$ cat src/rtl/rt16_pkg.sv
package rt16_pkg;
    localparam int CNT_W = 16;

    typedef struct packed {
        logic [CNT_W-1:0] cnt;
        logic [CNT_W-1:0] rel;
        logic             ovf;
        logic             ext;
        logic             cko;
    } rt_state_t;
endpackage

$ cat src/rtl/rt16_divider.sv
module rt16_divider #(
    parameter int DIV = 12
) (
    input  logic clk,
    input  logic rst_n,
    output logic tick_o
);
    localparam int W = (DIV > 1) ? $clog2(DIV) : 1;

    logic [W-1:0] cnt_d, cnt_q;

    always_comb begin
        tick_o = (cnt_q == W'(DIV - 1));
        cnt_d  = tick_o ? '0 : cnt_q + 1'b1;
    end

    always_ff @(posedge clk or negedge rst_n) begin
        if (!rst_n) cnt_q <= '0;
        else        cnt_q <= cnt_d;
    end
endmodule

$ cat src/rtl/rt16_pinsync.sv
module rt16_pinsync #(
    parameter int NPIN   = 2,
    parameter int STAGES = 2
) (
    input  logic            clk,
    input  logic            rst_n,
    input  logic [NPIN-1:0] pin_i,
    output logic [NPIN-1:0] level_o,
    output logic [NPIN-1:0] fall_o
);
    for (genvar i = 0; i < NPIN; i++) begin : g_pin
        // STAGES synchronizer flops plus one history flop
        logic [STAGES:0] sh_d, sh_q;

        always_comb sh_d = {sh_q[STAGES-1:0], pin_i[i]};

        always_ff @(posedge clk or negedge rst_n) begin
            if (!rst_n) sh_q <= '0;
            else        sh_q <= sh_d;
        end

        assign level_o[i] = sh_q[STAGES-1];
        assign fall_o[i]  = sh_q[STAGES] & ~sh_q[STAGES-1];
    end
endmodule

$ cat src/rtl/reload_timer16.sv
module reload_timer16 #(
    parameter int TMR_DIV = 12,
    parameter int CKO_DIV = 2
) (
    input  logic                      clk,
    input  logic                      rst_n,
    input  logic                      run_en,
    input  logic                      cnt_sel,
    input  logic                      updown_en,
    input  logic                      ext_en,
    input  logic                      capture_sel,
    input  logic                      clkout_en,
    input  logic                      cnt_pin,
    input  logic                      ctl_pin,
    input  logic                      wr_cnt,
    input  logic                      wr_rel,
    input  logic [rt16_pkg::CNT_W-1:0] wr_data,
    input  logic                      clr_ovf,
    input  logic                      clr_ext,
    output logic [rt16_pkg::CNT_W-1:0] count_o,
    output logic [rt16_pkg::CNT_W-1:0] reload_o,
    output logic                      ovf_flag,
    output logic                      ext_flag,
    output logic                      irq,
    output logic                      clk_out
);
    import rt16_pkg::*;

    localparam int PIN_CNT = 0;
    localparam int PIN_CTL = 1;
    localparam int NPIN    = 2;

    rt_state_t st_d, st_q;

    logic            tick_slow, tick_fast;
    logic [NPIN-1:0] pin_raw, pin_lvl, pin_fall;
    logic            unused_cnt_lvl;
    logic            cko_mode, evt, ext_evt, count_down;

    rt16_divider #(.DIV(TMR_DIV)) u_div_slow (
        .clk(clk), .rst_n(rst_n), .tick_o(tick_slow)
    );

    rt16_divider #(.DIV(CKO_DIV)) u_div_fast (
        .clk(clk), .rst_n(rst_n), .tick_o(tick_fast)
    );

    assign pin_raw = {ctl_pin, cnt_pin};

    rt16_pinsync #(.NPIN(NPIN), .STAGES(2)) u_sync (
        .clk(clk), .rst_n(rst_n), .pin_i(pin_raw),
        .level_o(pin_lvl), .fall_o(pin_fall)
    );

    assign unused_cnt_lvl = pin_lvl[PIN_CNT];

    always_comb begin
        st_d     = st_q;
        cko_mode = clkout_en & ~cnt_sel;

        if (cko_mode)     evt = tick_fast;
        else if (cnt_sel) evt = pin_fall[PIN_CNT];
        else              evt = tick_slow;
        evt = evt & run_en & ~wr_cnt;

        ext_evt    = ext_en & ~updown_en & ~cko_mode & pin_fall[PIN_CTL];
        count_down = updown_en & ~pin_lvl[PIN_CTL];

        if (clr_ovf) st_d.ovf = 1'b0;
        if (clr_ext) st_d.ext = 1'b0;

        if (evt) begin
            if (cko_mode) begin
                if (st_q.cnt == '1) begin
                    st_d.cnt = st_q.rel;
                    st_d.cko = ~st_q.cko;
                end else begin
                    st_d.cnt = st_q.cnt + 1'b1;
                end
            end else if (count_down) begin
                if (st_q.cnt == st_q.rel) begin
                    st_d.cnt = '1;
                    st_d.ovf = 1'b1;
                    st_d.ext = ~st_d.ext;
                end else begin
                    st_d.cnt = st_q.cnt - 1'b1;
                end
            end else begin
                if (st_q.cnt == '1) begin
                    st_d.cnt = st_q.rel;
                    st_d.ovf = 1'b1;
                    if (updown_en) st_d.ext = ~st_d.ext;
                end else begin
                    st_d.cnt = st_q.cnt + 1'b1;
                end
            end
        end

        if (ext_evt) begin
            if (capture_sel) st_d.rel = st_q.cnt;
            else             st_d.cnt = st_q.rel;
            st_d.ext = 1'b1;
        end

        if (wr_cnt) st_d.cnt = wr_data;
        if (wr_rel) st_d.rel = wr_data;
    end

    always_ff @(posedge clk or negedge rst_n) begin
        if (!rst_n) st_q <= '0;
        else        st_q <= st_d;
    end

    assign count_o  = st_q.cnt;
    assign reload_o = st_q.rel;
    assign ovf_flag = st_q.ovf;
    assign ext_flag = st_q.ext;
    assign clk_out  = st_q.cko;
    assign irq      = st_q.ovf | (st_q.ext & ~updown_en);
endmodule

$ cat config.mk
export PLATFORM = sky130hd
export DESIGN_NAME = reload_timer16
export DESIGN_NICKNAME = d
export VERILOG_FILES = /design/src/rtl/rt16_pkg.sv /design/src/rtl/rt16_divider.sv /design/src/rtl/rt16_pinsync.sv /design/src/rtl/reload_timer16.sv
export SDC_FILE = /design/constraint.sdc
export NUM_CORES = 1
export LEC_CHECK = 0
export ABC_AREA = 1
export BUFFER_PORTS_ARGS = -buffer_cell sky130_fd_sc_hd__buf_4
export CORE_UTILIZATION = 40
export CTS_CLUSTER_SIZE = 14
export DETAILED_ROUTE_END_ITERATION = 8
export PLACE_DENSITY = 0.57
export SLEW_MARGIN = 5
export SYNTH_ARGS = -nofsm -noshare
export SYNTH_HDL_FRONTEND = slang
export SYNTH_SLANG_ARGS = --single-unit
$ cat constraint.sdc
create_clock -name clk -period 4.8 [get_ports clk]
set_clock_uncertainty 0.2 [all_clocks]
set_input_delay 0.24 -clock clk [delete_from_list [all_inputs] [get_ports clk]]
set_output_delay 0.24 -clock clk [all_outputs]
set_load 0.02 [all_outputs]
==> flow_metrics.tcl, run 1 <==
set metrics [dict create \
    final_util_pct 49.7 \
    grt_setup_unrepaired "no" \
    clk_pin_slew_worst_paths_ns 0.10 \
    core_area_sq_um 9200 \
    grt_pass1_vias 3819 \
    hold-worst-slack_ns 0.0246 \
    finalSetupTns_ns 0 \
    crit_path_start_kind "flip-flop" \
    drc 0 \
    track_usage_pct 26.4 \
    critPathCaptureType "flip-flop" \
    synth_top_family_by_area "simple AND/OR/NAND/NOR gates" \
    place.gp.congestion 0.954 \
    ys_types 32 \
    cts_sinks 46 \
    grt_start_max_net_pins 47 \
    synth_compound_area_share_pct 7.81 \
    dpl.cell_count 781 \
    synthSimpleGateAreaFrac_pct 46.8 \
    clkPwrFrac_pct 23.5 \
    final_area_sq_um 4570 \
    hp-class "input port to flip-flop" \
    synth-xor-area-share_pct 2.08 \
    internal_power_uw 661 \
    totalWireLength_mm 12.4 \
    cts_tree "done" \
    critPathArrivalTime_ns 2.45 \
    synthAdderAreaFrac_pct 0.992 \
    cts_root_buf "clkbuf_8" \
    post_drt_via_cell_ratio 5.13 \
    n_antenna_cell 0 \
    synth_edf_count 0 \
    die_width_um 99.2 \
    clock.fmax_ghz 0.407 \
    synth_nets 662 \
    multiInputGateArea_sq_um 2180 \
    place.detailed.hpwl_mm 8.74 \
    place_area_sq_um 4280 \
    rows 35 \
    tightest_slew_ns 1.24 \
    place.port_buffers 65 \
    p_seq_share_pct 44.2 \
    regArea_sq_um 1150 \
    worst_ir_drop_vdd_uv 123 \
    p_per_area_nw_per_um2 241 \
    seq_area_frac_synth_pct 30.4 \
    muxShareOfSynthArea_pct 0 \
    min_period_ns 2.45 \
    max_cap_violations 0 \
    worstPathMaxFanout 17 \
    postRouteAntennaNets 0 \
    p_leak_nw 2.50 \
    fill_cells 977 \
    vias 4153 \
    async_flop_share_pct 100 \
    dr.pass1.iters 6 \
    cts_resized 0 \
    crit_type "flip-flop to flip-flop" \
    finalSetupViolations 0 \
    p_total_mw 1.10 \
    hold_violations 0 \
    avgSynthCellArea_sq_um 6.01 \
    ios 66 \
    numCtsBuffers 5 \
    start_util_pct 41.1 \
    clk-insertion-delay-late_ns 0.31 \
    synthCells 629 \
    layout.nets 730 \
    gr-total-overflow 0 \
    dieArea_sq_um 9850 \
    cp.required_ns 4.79 \
    setup_ws_ns 2.35 \
    min_period_over_period_pct 51.1 \
    p_switching_uw 438 \
    wl_per_cell_um 15.3 \
    drive_gt1_share_pct 14.5 \
    synth_top_flop_cell "dfrtp_1" \
    outcome "completed" \
    pre_cts_slack_ns 2.26 \
    syn_to_final_growth_pct 20.7 \
    cts_buffer_depth 2 \
    ys_seq_elements 46 \
    slew_violations 0 \
    drt_iter0_drc 291 \
    die_h_um 99.2 \
    ys_warn_count 0 \
    swShare_pct 39.8 \
    relSlewSlack_pct 17.0 \
    stdcell_count 809 \
    ctsHtreeMaxLevel 2 \
    antenna_found_initial 0 \
    comb_power_share_pct 32.3 \
    netlist_area_sq_um 3780 \
    grt_first_pass_wirelength_mm 20.3 \
]
layout by cell type (no fill, tap or decap), drive strengths merged, types with 2 or more instances in the layout:
master       synthesis  layout
dfrtp               46      46
inv                 82      83
a21oi               28      28
nand4                5       5
o21ai               26      26
nand3b               2       2
dlygate4sd3          0      20
xor2                 7       7
xnor2                2       2
nand3               88      88
ha                   3       3
clkinv               1       3
clkbuf              11       5
nand2              241     241
nor2                67      67
nor3                 2       2
buf                 14      66
sequential cells by signal (all words and copies together), names as in the netlist:
| register | cells |
|---|---|
| u_sync.g_pin.sh_q | 6 |
| u_div_fast.tick_o | 1 |
| ext_flag | 1 |
| u_div_slow.cnt_q | 4 |
| clk_out | 1 |
| count_o | 16 |
| reload_o | 16 |
| ovf_flag | 1 |
cell families after synthesis:
kind of cell / count (synthesis)
simple gates: 407
compound gates: 56
fa+ha+maj: 3
flops: 46
buf+inv: 108
xor+xnor: 9
worst max-delay path, stage by stage (launching register included):
cell and delay, ns:
dfrtp_1 0.61, inv_1 0.17, nand2_1 0.09, nand2_1 0.05, nor2_1 0.13, nand2_1 0.10, nor2_1 0.22, nand2_2 0.29
nand2_1 0.16, nand2_1 0.08, o21ai_0 0.14, nand3_1 0.09
cell usage after synthesis (2+ instances only):
cell type  number  area (sq um)
nand4_1         5          31.3
nor3_1          2          10.0
nand3b_1        2          15.0
buf_2           8          40.0
nand2_4         2          22.5
buf_4           4          30.0
clkbuf_1       11          41.3
nor2_2          2          12.5
nor2_1         61           229
xor2_1          7          61.3
dfrtp_1        46          1150
nand2_2         5          31.3
ha_1            3          37.5
a21oi_1        27           135
nand3_1        85           425
nor2_8          2          40.0
nand2_1       234           878
xnor2_1         2          17.5
o21ai_0        26           130
inv_1          74           278
nand3_2         2          20.0
inv_2           8          30.0
nor2_4          2          22.5
what timing repair did:
action	in CTS	in global routing
hold buffers	20	0
buffers inserted	0	0
endpoints found under the hold margin	81	0
layer usage:
| layer | GRT usage [%] | part of all wire [%] | wire length, um | vias up |
|---|---|---|---|---|
| li1 | - | - | - | 2101 |
| met1 | 39.0 | 49 | 6030 | 1924 |
| met2 | 41.8 | 46 | 5690 | 120 |
| met3 | 3.02 | 4.7 | 585 | 8 |
| met4 | 4.86 | 0.85 | 105 | 0 |
| met5 | 0 | 0 | 0 | - |
area by class of cell:
| cell class | instances | area share, % |
|---|---|---|
| clock buffers | 5 | 1.51 |
| clock inverters | 3 | 0.411 |
| flip-flops and latches | 46 | 25.2 |
| multi-input cells | 475 | 47.8 |
| well taps | 111 | 3.04 |
| repair buffers | 86 | 15.2 |
| inverters | 83 | 6.82 |
path summary, 6_finish.rpt:
path,startpoint,endpoint,slack [ns],cells past startpoint
min in group asynchronous,rst_n,reload_o[8],0.26,2
setup reg to reg,count_o[13],ext_flag,2.35,11
hold / removal,clr_ext,ext_flag,0.02,4
setup / recovery,count_o[13],ext_flag,2.35,11
hold reg to reg,u_sync.g_pin[1].sh_q[0],u_sync.g_pin[1].sh_q[1],0.16,0
max in group asynchronous,rst_n,count_o[15],3.69,2
power groups by stage:
| stage | clock network [mW] | logic (mW) | registers, mW |
|---|---|---|---|
| floorplan | 0 | 0.207 | 0.494 |
| detailed placement | 0 | 0.341 | 0.494 |
| CTS | 0.263 | 0.355 | 0.486 |
| finish | 0.258 | 0.355 | 0.486 |
| global placement | 0 | 0.339 | 0.494 |
| global route | 0.274 | 0.399 | 0.494 |
No activity file was read; power rests on OpenSTA's default activity.
==> run 2: changes to the inputs <==
--- a/config.mk
+++ b/config.mk
@@ -10,7 +10,7 @@
 export CORE_UTILIZATION = 40
 export CTS_CLUSTER_SIZE = 14
 export DETAILED_ROUTE_END_ITERATION = 8
-export PLACE_DENSITY = 0.57
+export PLACE_DENSITY = 0.6
 export SLEW_MARGIN = 5
 export SYNTH_ARGS = -nofsm -noshare
 export SYNTH_HDL_FRONTEND = slang
==> constraint.sdc (replaced) <==
create_clock -name clk -period 2.2 [get_ports clk]
set_clock_uncertainty 0.2 [all_clocks]
set_input_delay 0.11 -clock clk [delete_from_list [all_inputs] [get_ports clk]]
set_output_delay 0.11 -clock clk [all_outputs]
set_load 0.02 [all_outputs]
==> flow_metrics.tcl, run 2 (same netlist as run 1, synthesis figures left out) <==
set metrics [dict create \
    outcome "completed" \
    grt_start_max_net_pins 47 \
    grt_pass1_vias 4078 \
    die_width_um 99.2 \
    critPathCaptureType "flip-flop" \
    met3_usage_pct 3.02 \
    cts_root_buf "clkbuf_8" \
    cpMaxStageDelayCell "dfrtp_2" \
    start_util_pct 41.1 \
    finalSetupViolations 0 \
    postRouteAntennaNets 0 \
    hold_violations 0 \
    min_period_over_period_pct 92.1 \
    antenna_found_initial 0 \
    stdcell_count 869 \
    min_period_ns 2.03 \
    cts_buffer_depth 2 \
    layout.nets 790 \
    drive_gt1_share_pct 21.0 \
    wl_per_cell_um 15.4 \
    grt_first_pass_wirelength_mm 21.1 \
    p_per_area_nw_per_um2 494 \
    swShare_pct 39.3 \
    place.detailed.hpwl_mm 9.64 \
    fill_cells 983 \
    path_common_cell "nand2_1" \
    final_common_cell "nand2_1" \
    die_h_um 99.2 \
    post_drt_via_cell_ratio 5.00 \
    regArea_sq_um 1170 \
    core_area_sq_um 9200 \
    hp-class "input port to flip-flop" \
    grt.met2_usage_pct 46.7 \
    drt_iter0_drc 202 \
    cp.required_ns 2.25 \
    n_antenna_cell 0 \
    pre_cts_slack_ns 0.0526 \
    dieArea_sq_um 9850 \
    place.gp.congestion 0.953 \
    crit_type "flip-flop to flip-flop" \
    p_seq_share_pct 40.8 \
    comb_power_share_pct 36.3 \
    layout_common_cells "234 x nand2_1, 107 x buf_4, 84 x nand3_1" \
    grt_setup_unrepaired "no" \
    multiInputGateArea_sq_um 2200 \
    setup_ws_ns 0.174 \
    critPathArrivalTime_ns 2.08 \
    clock.fmax_ghz 0.494 \
    track_usage_pct 27.8 \
    clkPwrFrac_pct 22.9 \
    internal_power_mw 1.53 \
    cp_cell_sequence "buf_4 -> nand2_1 -> nand2_1 -> nor2_1 -> nand2_1 -> nor2_1 -> nand2_2 -> buf_4 -> nand3_1 -> nand3_1 -> nand2_1 -> nand2_1 -> nand2_1" \
    relSlewSlack_pct 57.3 \
    gr-total-overflow 0 \
    clk_pin_slew_worst_paths_ns 0.11 \
    crit_path_start_kind "flip-flop" \
    rows 35 \
    worst_ir_drop_vdd_uv 292 \
    vias 4344 \
    slew_violations 0 \
    worstPathMaxFanout 8 \
    p_leak_nw 2.75 \
    totalWireLength_mm 13.4 \
    cpPeakStageDelay_ns 0.45 \
    cts_sinks 46 \
    ctsHtreeMaxLevel 2 \
    finalSetupTns_ns 0 \
    max_cap_violations 0 \
    syn_to_final_growth_pct 35.1 \
    ios 66 \
    drc 0 \
    gr-usage-met1_pct 38.3 \
    place.port_buffers 65 \
    numCtsBuffers 5 \
    dpl.cell_count 822 \
    dr.pass1.iters 5 \
    busiest_layer "met2" \
    clk-insertion-delay-late_ns 0.32 \
    p_switching_uw 993 \
    cts_tree "done" \
    tightest_slew_ns 0.640 \
]
## run 2: cell types whose count changed in the layout (fill, tap and decap cells not counted), sizes merged
cell | before | now
dlygate4sd3 | 20 | 38
clkinvlp | 0 | 1
inv | 83 | 82
buf | 66 | 108
## run 2: final timing paths
check | startpoint | to | slack, ns | depth (start not counted)
worst max-delay path | count_o[12] | count_o[11] | 0.17 | 13
worst min-delay path | cnt_sel | clk_out | 0.08 | 5
worst max register to register | count_o[12] | count_o[11] | 0.17 | 13
worst min register to register | u_sync.g_pin[1].sh_q[0] | u_sync.g_pin[1].sh_q[1] | 0.16 | 0
max in group asynchronous | rst_n | count_o[5] | 1.18 | 2
min in group asynchronous | rst_n | ext_flag | 0.14 | 2
## run 2: routing by layer
| layer | part of all wire (%) | vias up |
|---|---|---|
| met5 | 0 | - |
| met4 | 1.5 | 0 |
| met3 | 5.3 | 17 |
| met2 | 46 | 134 |
| met1 | 47 | 1983 |
| li1 | - | 2210 |
## run 2: layout make-up
cell class | instances | area share [%]
Clock inverter | 3 | 0.416
Timing Repair Buffer | 146 | 23.5
Tap cell | 111 | 2.72
Inverter | 83 | 6.10
Multi-Input combinational cell | 475 | 43.0
Clock buffer | 5 | 1.35
Sequential cell | 46 | 22.8
## run 2: timing repair
| item | 4_1_cts | 5_1_grt |
|---|---|---|
| hold buffers | 38 | 0 |
| gates resized for setup | 0 | 18 |
| setup buffers | 0 | 1 |
| endpoints found under the hold margin | 82 | 0 |
| endpoints found under the setup margin | 0 | 18 |
## run 2: power by group through the flow
stage / clock [mW] / sequential [mW] / combinational (mW)
2_1_floorplan: 0 / 1.08 / 0.452
3_3_place_gp: 0 / 1.04 / 0.852
3_5_place_dp: 0 / 1.04 / 0.850
4_1_cts: 0.600 / 1.02 / 0.907
5_1_grt: 0.605 / 1.04 / 1.01
6_report: 0.578 / 1.03 / 0.917
## run 2: worst max-delay path, delay by kind of cell, from the launching register on
kind                   cells  cell delay, ns
buffers and inverters      2            0.37
flip-flops                 1            0.45
AND/OR/NAND/NOR           11            0.95
## run 2: through the flow
step | hold slack [ns] | total power [mW] | util [%] | cell area, sq um
after floorplan | -0.386 | 1.53 | - | 3780
after global placement | -0.0348 | 1.89 | 50.0 | 4600
after detailed placement | -0.0297 | 1.89 | 50.0 | 4600
after CTS | 0.0754 | 2.53 | 55.1 | 5070
after global routing | 0.117 | 2.66 | 55.6 | 5110
final | 0.0816 | 2.53 | 55.6 | 5110
